==> src/rtl/sar_pkg.sv <==
package sar_pkg;

  typedef enum logic [2:0] {
    FMT_I2S   = 3'd0,
    FMT_MSBJ  = 3'd1,
    FMT_LSB16 = 3'd2,
    FMT_LSB18 = 3'd3,
    FMT_LSB20 = 3'd4
  } fmt_e;

  function automatic logic is_lsb(fmt_e f);
    return (f == FMT_LSB16) || (f == FMT_LSB18) || (f == FMT_LSB20);
  endfunction

  function automatic int unsigned lsb_len(fmt_e f);
    case (f)
      FMT_LSB16: return 16;
      FMT_LSB18: return 18;
      FMT_LSB20: return 20;
      default:   return 0;
    endcase
  endfunction

endpackage

==> src/rtl/sar_input_sync.sv <==
module sar_input_sync #(
  parameter int unsigned STAGES = 2
) (
  input  logic clk_i,
  input  logic rst_ni,
  input  logic sck_i,
  input  logic lrck_i,
  input  logic sdi_i,
  output logic rst_sync_n_o,
  output logic bit_tick_o,
  output logic ws_o,
  output logic sd_o
);

  localparam int unsigned TOP = STAGES - 1;

  logic [1:0]     rst_pipe;
  logic [TOP:0]   sck_p, ws_p, sd_p;
  logic           sck_last;

  // asynchronous assert, synchronous release
  always_ff @(posedge clk_i or negedge rst_ni) begin
    if (!rst_ni) rst_pipe <= '0;
    else         rst_pipe <= {rst_pipe[0], 1'b1};
  end
  assign rst_sync_n_o = rst_pipe[1];

  always_ff @(posedge clk_i or negedge rst_sync_n_o) begin
    if (!rst_sync_n_o) begin
      sck_p    <= '0;
      ws_p     <= '0;
      sd_p     <= '0;
      sck_last <= 1'b0;
    end else begin
      sck_p    <= {sck_p[TOP-1:0], sck_i};
      ws_p     <= {ws_p[TOP-1:0],  lrck_i};
      sd_p     <= {sd_p[TOP-1:0],  sdi_i};
      sck_last <= sck_p[TOP];
    end
  end

  assign bit_tick_o = sck_p[TOP] & ~sck_last;
  assign ws_o       = ws_p[TOP];
  assign sd_o       = sd_p[TOP];

endmodule

==> src/rtl/sar_fmt_decode.sv <==
module sar_fmt_decode
  import sar_pkg::*;
(
  input  logic       static_mode_i,
  input  logic [2:0] fmt_sel_i,
  input  logic [1:0] static_sel_i,
  output fmt_e       fmt_o
);

  always_comb begin
    fmt_o = FMT_I2S;
    if (static_mode_i) begin
      case (static_sel_i)
        2'b00:   fmt_o = FMT_I2S;
        2'b01:   fmt_o = FMT_LSB16;
        2'b10:   fmt_o = FMT_LSB18;
        default: fmt_o = FMT_LSB20;
      endcase
    end else begin
      case (fmt_sel_i)
        3'd1:    fmt_o = FMT_MSBJ;
        3'd2:    fmt_o = FMT_LSB16;
        3'd3:    fmt_o = FMT_LSB18;
        3'd4:    fmt_o = FMT_LSB20;
        default: fmt_o = FMT_I2S;
      endcase
    end
  end

endmodule

==> src/rtl/sar_slot_capture.sv <==
module sar_slot_capture
  import sar_pkg::*;
#(
  parameter int unsigned W = 20
) (
  input  logic         clk_i,
  input  logic         rst_ni,
  input  logic         tick_i,
  input  logic         ws_i,
  input  logic         sd_i,
  input  fmt_e         fmt_i,
  output logic         done_o,
  output logic         done_ch_o,
  output logic [W-1:0] word_o
);

  localparam int unsigned    CW      = $clog2(W + 1);
  localparam logic [CW-1:0]  CNT_MAX = CW'(W);
  localparam logic [CW-1:0]  TOP_IDX = CW'(W - 1);
  localparam logic [W-1:0]   ONE_W   = W'(1);

  logic          primed_q, primed_d;
  logic          aligned_q, aligned_d;
  logic          ws_d1_q, ws_d1_d;
  logic          ch_q, ch_d;
  logic [CW-1:0] cnt_q, cnt_d;
  logic [W-1:0]  msb_q, msb_d;
  logic [W-1:0]  lsb_q, lsb_d;
  logic          ch_now, boundary;

  always_comb begin
    // I2S data lags word select by one bit clock
    ch_now    = (fmt_i == FMT_I2S) ? ws_d1_q : ws_i;
    boundary  = primed_q && (ch_now != ch_q);
    primed_d  = primed_q;
    aligned_d = aligned_q;
    ws_d1_d   = ws_d1_q;
    ch_d      = ch_q;
    cnt_d     = cnt_q;
    msb_d     = msb_q;
    lsb_d     = lsb_q;
    if (tick_i) begin
      primed_d = 1'b1;
      ws_d1_d  = ws_i;
      ch_d     = ch_now;
      if (boundary) begin
        aligned_d = 1'b1;
        cnt_d     = CW'(1);
        msb_d     = sd_i ? (ONE_W << TOP_IDX) : '0;
        lsb_d     = sd_i ? ONE_W : '0;
      end else begin
        lsb_d = {lsb_q[W-2:0], sd_i};
        if (cnt_q < CNT_MAX) begin
          msb_d = msb_q | ((sd_i ? ONE_W : '0) << (TOP_IDX - cnt_q));
          cnt_d = cnt_q + CW'(1);
        end
      end
    end
  end

  always_ff @(posedge clk_i or negedge rst_ni) begin
    if (!rst_ni) begin
      primed_q  <= 1'b0;
      aligned_q <= 1'b0;
      ws_d1_q   <= 1'b0;
      ch_q      <= 1'b0;
      cnt_q     <= '0;
      msb_q     <= '0;
      lsb_q     <= '0;
    end else begin
      primed_q  <= primed_d;
      aligned_q <= aligned_d;
      ws_d1_q   <= ws_d1_d;
      ch_q      <= ch_d;
      cnt_q     <= cnt_d;
      msb_q     <= msb_d;
      lsb_q     <= lsb_d;
    end
  end

  always_comb begin
    if (is_lsb(fmt_i)) word_o = lsb_q << (W - lsb_len(fmt_i));
    else               word_o = msb_q;
  end

  assign done_o    = tick_i & boundary & aligned_q;
  assign done_ch_o = ch_q;

endmodule

==> src/rtl/sar_pair_out.sv <==
module sar_pair_out #(
  parameter int unsigned W = 20
) (
  input  logic         clk_i,
  input  logic         rst_ni,
  input  logic         done_i,
  input  logic         ch_i,
  input  logic [W-1:0] word_i,
  output logic [W-1:0] left_o,
  output logic [W-1:0] right_o,
  output logic         valid_o
);

  logic [W-1:0] hold_q, hold_d, left_q, left_d, right_q, right_d;
  logic         have_q, have_d, valid_q, valid_d;

  always_comb begin
    hold_d  = hold_q;
    have_d  = have_q;
    left_d  = left_q;
    right_d = right_q;
    valid_d = 1'b0;
    if (done_i && !ch_i) begin
      hold_d = word_i;
      have_d = 1'b1;
    end else if (done_i && ch_i && have_q) begin
      left_d  = hold_q;
      right_d = word_i;
      valid_d = 1'b1;
      have_d  = 1'b0;
    end
  end

  always_ff @(posedge clk_i or negedge rst_ni) begin
    if (!rst_ni) begin
      hold_q  <= '0;
      have_q  <= 1'b0;
      left_q  <= '0;
      right_q <= '0;
      valid_q <= 1'b0;
    end else begin
      hold_q  <= hold_d;
      have_q  <= have_d;
      left_q  <= left_d;
      right_q <= right_d;
      valid_q <= valid_d;
    end
  end

  assign left_o  = left_q;
  assign right_o = right_q;
  assign valid_o = valid_q;

endmodule

==> src/rtl/serial_audio_rx.sv <==
module serial_audio_rx
  import sar_pkg::*;
#(
  parameter int unsigned SAMPLE_W    = 20,
  parameter int unsigned SYNC_STAGES = 2
) (
  input  logic                clk_i,
  input  logic                rst_ni,
  input  logic                sck_i,
  input  logic                lrck_i,
  input  logic                sdi_i,
  input  logic                static_mode_i,
  input  logic [2:0]          fmt_sel_i,
  input  logic [1:0]          static_sel_i,
  output logic [SAMPLE_W-1:0] left_o,
  output logic [SAMPLE_W-1:0] right_o,
  output logic                pair_valid_o
);

  logic                rst_sync_n, bit_tick, ws_s, sd_s;
  logic                done, done_ch;
  logic [SAMPLE_W-1:0] word;
  fmt_e                fmt_eff;

  sar_input_sync #(.STAGES(SYNC_STAGES)) sync_i (
    .clk_i(clk_i), .rst_ni(rst_ni), .sck_i(sck_i), .lrck_i(lrck_i),
    .sdi_i(sdi_i), .rst_sync_n_o(rst_sync_n), .bit_tick_o(bit_tick),
    .ws_o(ws_s), .sd_o(sd_s)
  );

  sar_fmt_decode dec_i (
    .static_mode_i(static_mode_i), .fmt_sel_i(fmt_sel_i),
    .static_sel_i(static_sel_i), .fmt_o(fmt_eff)
  );

  sar_slot_capture #(.W(SAMPLE_W)) cap_i (
    .clk_i(clk_i), .rst_ni(rst_sync_n), .tick_i(bit_tick), .ws_i(ws_s),
    .sd_i(sd_s), .fmt_i(fmt_eff), .done_o(done), .done_ch_o(done_ch),
    .word_o(word)
  );

  sar_pair_out #(.W(SAMPLE_W)) pair_i (
    .clk_i(clk_i), .rst_ni(rst_sync_n), .done_i(done), .ch_i(done_ch),
    .word_i(word), .left_o(left_o), .right_o(right_o),
    .valid_o(pair_valid_o)
  );

endmodule

==> config.mk <==
export PLATFORM = sky130hd
export DESIGN_NAME = serial_audio_rx
export DESIGN_NICKNAME = d
export VERILOG_FILES = /design/src/rtl/sar_pkg.sv /design/src/rtl/sar_input_sync.sv /design/src/rtl/sar_fmt_decode.sv /design/src/rtl/sar_slot_capture.sv /design/src/rtl/sar_pair_out.sv /design/src/rtl/serial_audio_rx.sv
export SDC_FILE = /design/constraint.sdc
export NUM_CORES = 1
export LEC_CHECK = 0
export CORE_ASPECT_RATIO = 0.9
export CORE_MARGIN = 1
export CORE_UTILIZATION = 57
export CTS_CLUSTER_DIAMETER = 60
export CTS_CLUSTER_SIZE = 12
export DETAILED_ROUTE_END_ITERATION = 10
export GPL_TIMING_DRIVEN = 0
export PLACE_DENSITY_LB_ADDON = 0.1
export SLEW_MARGIN = 40
export SYNTH_ARGS = -nofsm -noshare
export SYNTH_HDL_FRONTEND = slang
export SYNTH_SLANG_ARGS = --single-unit
export TNS_END_PERCENT = 10
==> constraint.sdc <==
create_clock -name clk_i -period 4.5 [get_ports clk_i]
set_input_delay 1.35 -clock clk_i [delete_from_list [all_inputs] [get_ports clk_i]]
set_output_delay 1.35 -clock clk_i [all_outputs]
set_load 0.005 [all_outputs]
==> results_dict.tcl <==
set metrics [dict create \
    cts_setup_buffers 0 \
    clock_sinks 120 \
    cp-end-kind "flip-flop" \
    grt_pass1_vias 4054 \
    fin_crit_sh_pct 78.7 \
    p_clk_share_pct 36.7 \
    power_frac_seq_pct 40.6 \
    regToRegEndpoint "cap_i.msb_q[15]" \
    dp.final_hpwl_um 8920 \
    synth_cell_types 55 \
    sw_frac_of_total_pct 29.2 \
    hold_buffers 0 \
    yosysSeqAreaShare_pct 55.4 \
    ys_async_sr_fraction_pct 100 \
    nets 579 \
    ant_nets 0 \
    dr.pass1.iters 5 \
    clockRootBuffer "clkbuf_8" \
    ff2ff_setup_slack_ps 2130 \
    cts_tree "yes" \
    clock_skew_ps 9.22 \
    post-place-ws_ps 481 \
    ys_ff_latch 120 \
    cts.clk_slew.worst_paths_ps 60 \
    synth_area_mm2 0.00542 \
    grt-ovfl-total 0 \
    avgViaCountPerCell 5.97 \
    io_buffer_count 50 \
    wl_per_cell_um 18.1 \
    diodes 0 \
    fin_util_pct 73.3 \
    drive_above_1_share_pct 16.7 \
    grt_util_all_layers_pct 27.8 \
    fin_ws_ps 960 \
    synthFlopType "dfrtp_1" \
    tightest_slew_ps 609 \
    finalSetupViolCount 0 \
    timing.rr.start "cap_i.cnt_q[2]" \
    worstSetupStartpoint "static_sel_i[0]" \
    rows 33 \
    period_minus_slack_ps 3540 \
    die_h_um 94.5 \
    wirelength_um 12600 \
    path_class "primary input to flip-flop" \
    cts_buffer_depth 2 \
    htree_levels 4 \
    initial_core_util_pct 59.1 \
    r2r_cells 9 \
    die_w_um 105 \
    power.density_mw_per_mm2 539 \
    cts.repair.resized 0 \
    cts_buffers 17 \
    die-area_mm2 0.00990 \
    gp_congestion 0.897 \
    slew_viol_final 0 \
    status "finished, final reports clean" \
    critPathCapture "pair_i.hold_q[13]" \
    critPathLaunchType "primary input" \
    grt_pass1_wl_um 20700 \
    tns_ps 0 \
    yosysWarnings 0 \
    comb_power_share_pct 22.7 \
    maxCapViolCount 0 \
    finalPower_mw 3.62 \
    io-pin-count 52 \
    worstPathRequired_ps 4900 \
    area_delta_synth_final_pct 24.0 \
    critPathArrivalTime_ps 3940 \
    ir_worst_vdd_mv 0.434 \
    hold_violations 0 \
    clk_latency_ps 520 \
    p_int_mw 2.56 \
    fill_cells 661 \
    grt_setup_unrepaired "no" \
    hold_class "flip-flop to asynchronous set/reset pin" \
    relSlewSlack_pct 59.1 \
    fmax_ghz 0.282 \
    fp.coreArea_mm2 0.00917 \
    dr.first_iter.drc_count 231 \
    grt_antenna_before_repair 0 \
    p_sw_mw 1.06 \
    grt_max_degree 33 \
    synth_edf_count 0 \
    synth_area_per_cell_um2 11.0 \
    dr_total_vias 4166 \
    drc_errors 0 \
    path_max_fanout 10 \
    syn_nets 507 \
    syn_inst 491 \
    leakage_nw 3.04 \
]
-- power by group through the flow --
stage / sequential, mW / combinational, mW / clock [mW]
2_1_floorplan: 1.46 / 0.449 / 0
6_report: 1.47 / 0.823 / 1.33
3_5_place_dp: 1.49 / 0.818 / 0
3_3_place_gp: 1.49 / 0.767 / 0
5_1_grt: 1.50 / 0.911 / 1.39
4_1_cts: 1.47 / 0.825 / 1.33
-- per-layer routing --
metal | GRT usage [%] | wire [um] | vias up
li1 | - | - | 1897
met1 | 37.0 | 5680 | 2104
met2 | 45.3 | 6130 | 135
met3 | 6.28 | 550 | 30
met4 | 10.4 | 278 | 0
met5 | 0 | 0 | -
-- synth_stat cells (all sizes together) (12+ instances only) --
| master | count | area [um^2] |
|---|---|---|
| nor2 | 13 | 48.8 |
| o211ai | 14 | 105 |
| dfrtp | 120 | 3000 |
| a21oi | 45 | 229 |
| mux2 | 53 | 597 |
| o21ai | 25 | 129 |
| mux2i | 21 | 210 |
| buf | 16 | 98.8 |
| inv | 12 | 45.0 |
| clkbuf | 15 | 57.6 |
| nand2 | 71 | 267 |
| nand3 | 18 | 95.1 |
-- cell type report --
cell class,count,area [um^2],area share [%]
clock inverters,13,144,2.14
repair buffers,53,561,8.34
clock buffers,19,442,6.57
plain buffers,31,156,2.33
flip-flops and latches,120,3010,44.7
inverters,12,45.0,0.670
multi-input cells,328,2210,32.9
well taps,122,153,2.27
-- stage by stage --
stage,instance area [um^2],cells,hold slack (ps)
floorplan,5420,491,331
global placement,6070,663,333
detailed placement,6130,666,254
CTS,6720,698,261
global route,6720,698,293
finish,6720,698,249
-- worst max-delay path, stage by stage --
cell	delay, ps
clkdlybuf4s50_1	480
inv_1	50
ha_1	340
nand2b_1	160
a2bb2oi_1	520
clkbuf_1	450
o211ai_1	240
mux2_1	340
-- worst min-delay path by stage --
stage / slack (ps) / startpoint / depth (start not counted) / to
after global routing: 290 / sync_i.rst_pipe[1] / 0 / pair_i.left_o[4]
final: 250 / sync_i.rst_pipe[1] / 0 / pair_i.left_o[4]
after global placement: 330 / sync_i.sck_p[0] / 0 / sync_i.sck_p[1]
after detailed placement: 250 / sync_i.rst_pipe[1] / 0 / pair_i.hold_q[7]
after CTS: 260 / sync_i.rst_pipe[1] / 0 / pair_i.hold_q[7]
after floorplan: 330 / sync_i.rst_pipe[0] / 0 / sync_i.rst_pipe[1]
-- state kept, by name (all words and copies together), names as in the netlist, 2 cells and up --
name,cells
cap_i.cnt_q,5
sync_i.rst_pipe,2
pair_i.left_o,20
sync_i.sck_p,2
cap_i.lsb_q,20
sync_i.sd_p,2
cap_i.msb_q,20
sync_i.ws_p,2
pair_i.hold_q,20
pair_i.right_o,20
-- cells by family (layout without fill, tap and decap cells) --
group | count (synthesis) | in the layout | synth area share (%)
other | 1 | 1 | 0.0692
AOI/OAI and AO/OA | 111 | 111 | 12.8
DFF | 120 | 120 | 55.4
muxes | 74 | 74 | 14.9
buffers and inverters | 43 | 128 | 3.72
xor gates and xnor gates | 6 | 6 | 0.970
and+or+nand+nor | 131 | 131 | 11.0
adders and majority gates | 5 | 5 | 1.15
-- cell usage in the layout (no fill, tap or decap), types with 4 or more instances in the layout --
| master | netlist | routed |
|---|---|---|
| nand3_1 | 17 | 17 |
| dfrtp_1 | 120 | 119 |
| nand2_1 | 71 | 71 |
| clkinvlp_4 | 0 | 4 |
| nor3_1 | 7 | 7 |
| mux2i_1 | 21 | 21 |
| a21oi_1 | 44 | 44 |
| clkdlybuf4s50_1 | 0 | 50 |
| mux2_2 | 38 | 38 |
| a21o_1 | 4 | 4 |
| a31oi_1 | 6 | 6 |
| o21ai_0 | 19 | 19 |
| mux2_1 | 15 | 15 |
| clkbuf_1 | 14 | 14 |
| nand2b_1 | 7 | 7 |
| o21ai_1 | 5 | 5 |
| clkbuf_16 | 0 | 16 |
| inv_1 | 12 | 12 |
| buf_2 | 10 | 10 |
| o211ai_1 | 14 | 14 |
| nor2_1 | 13 | 13 |
| ha_1 | 5 | 5 |
No activity file was read; power rests on OpenSTA's default activity.
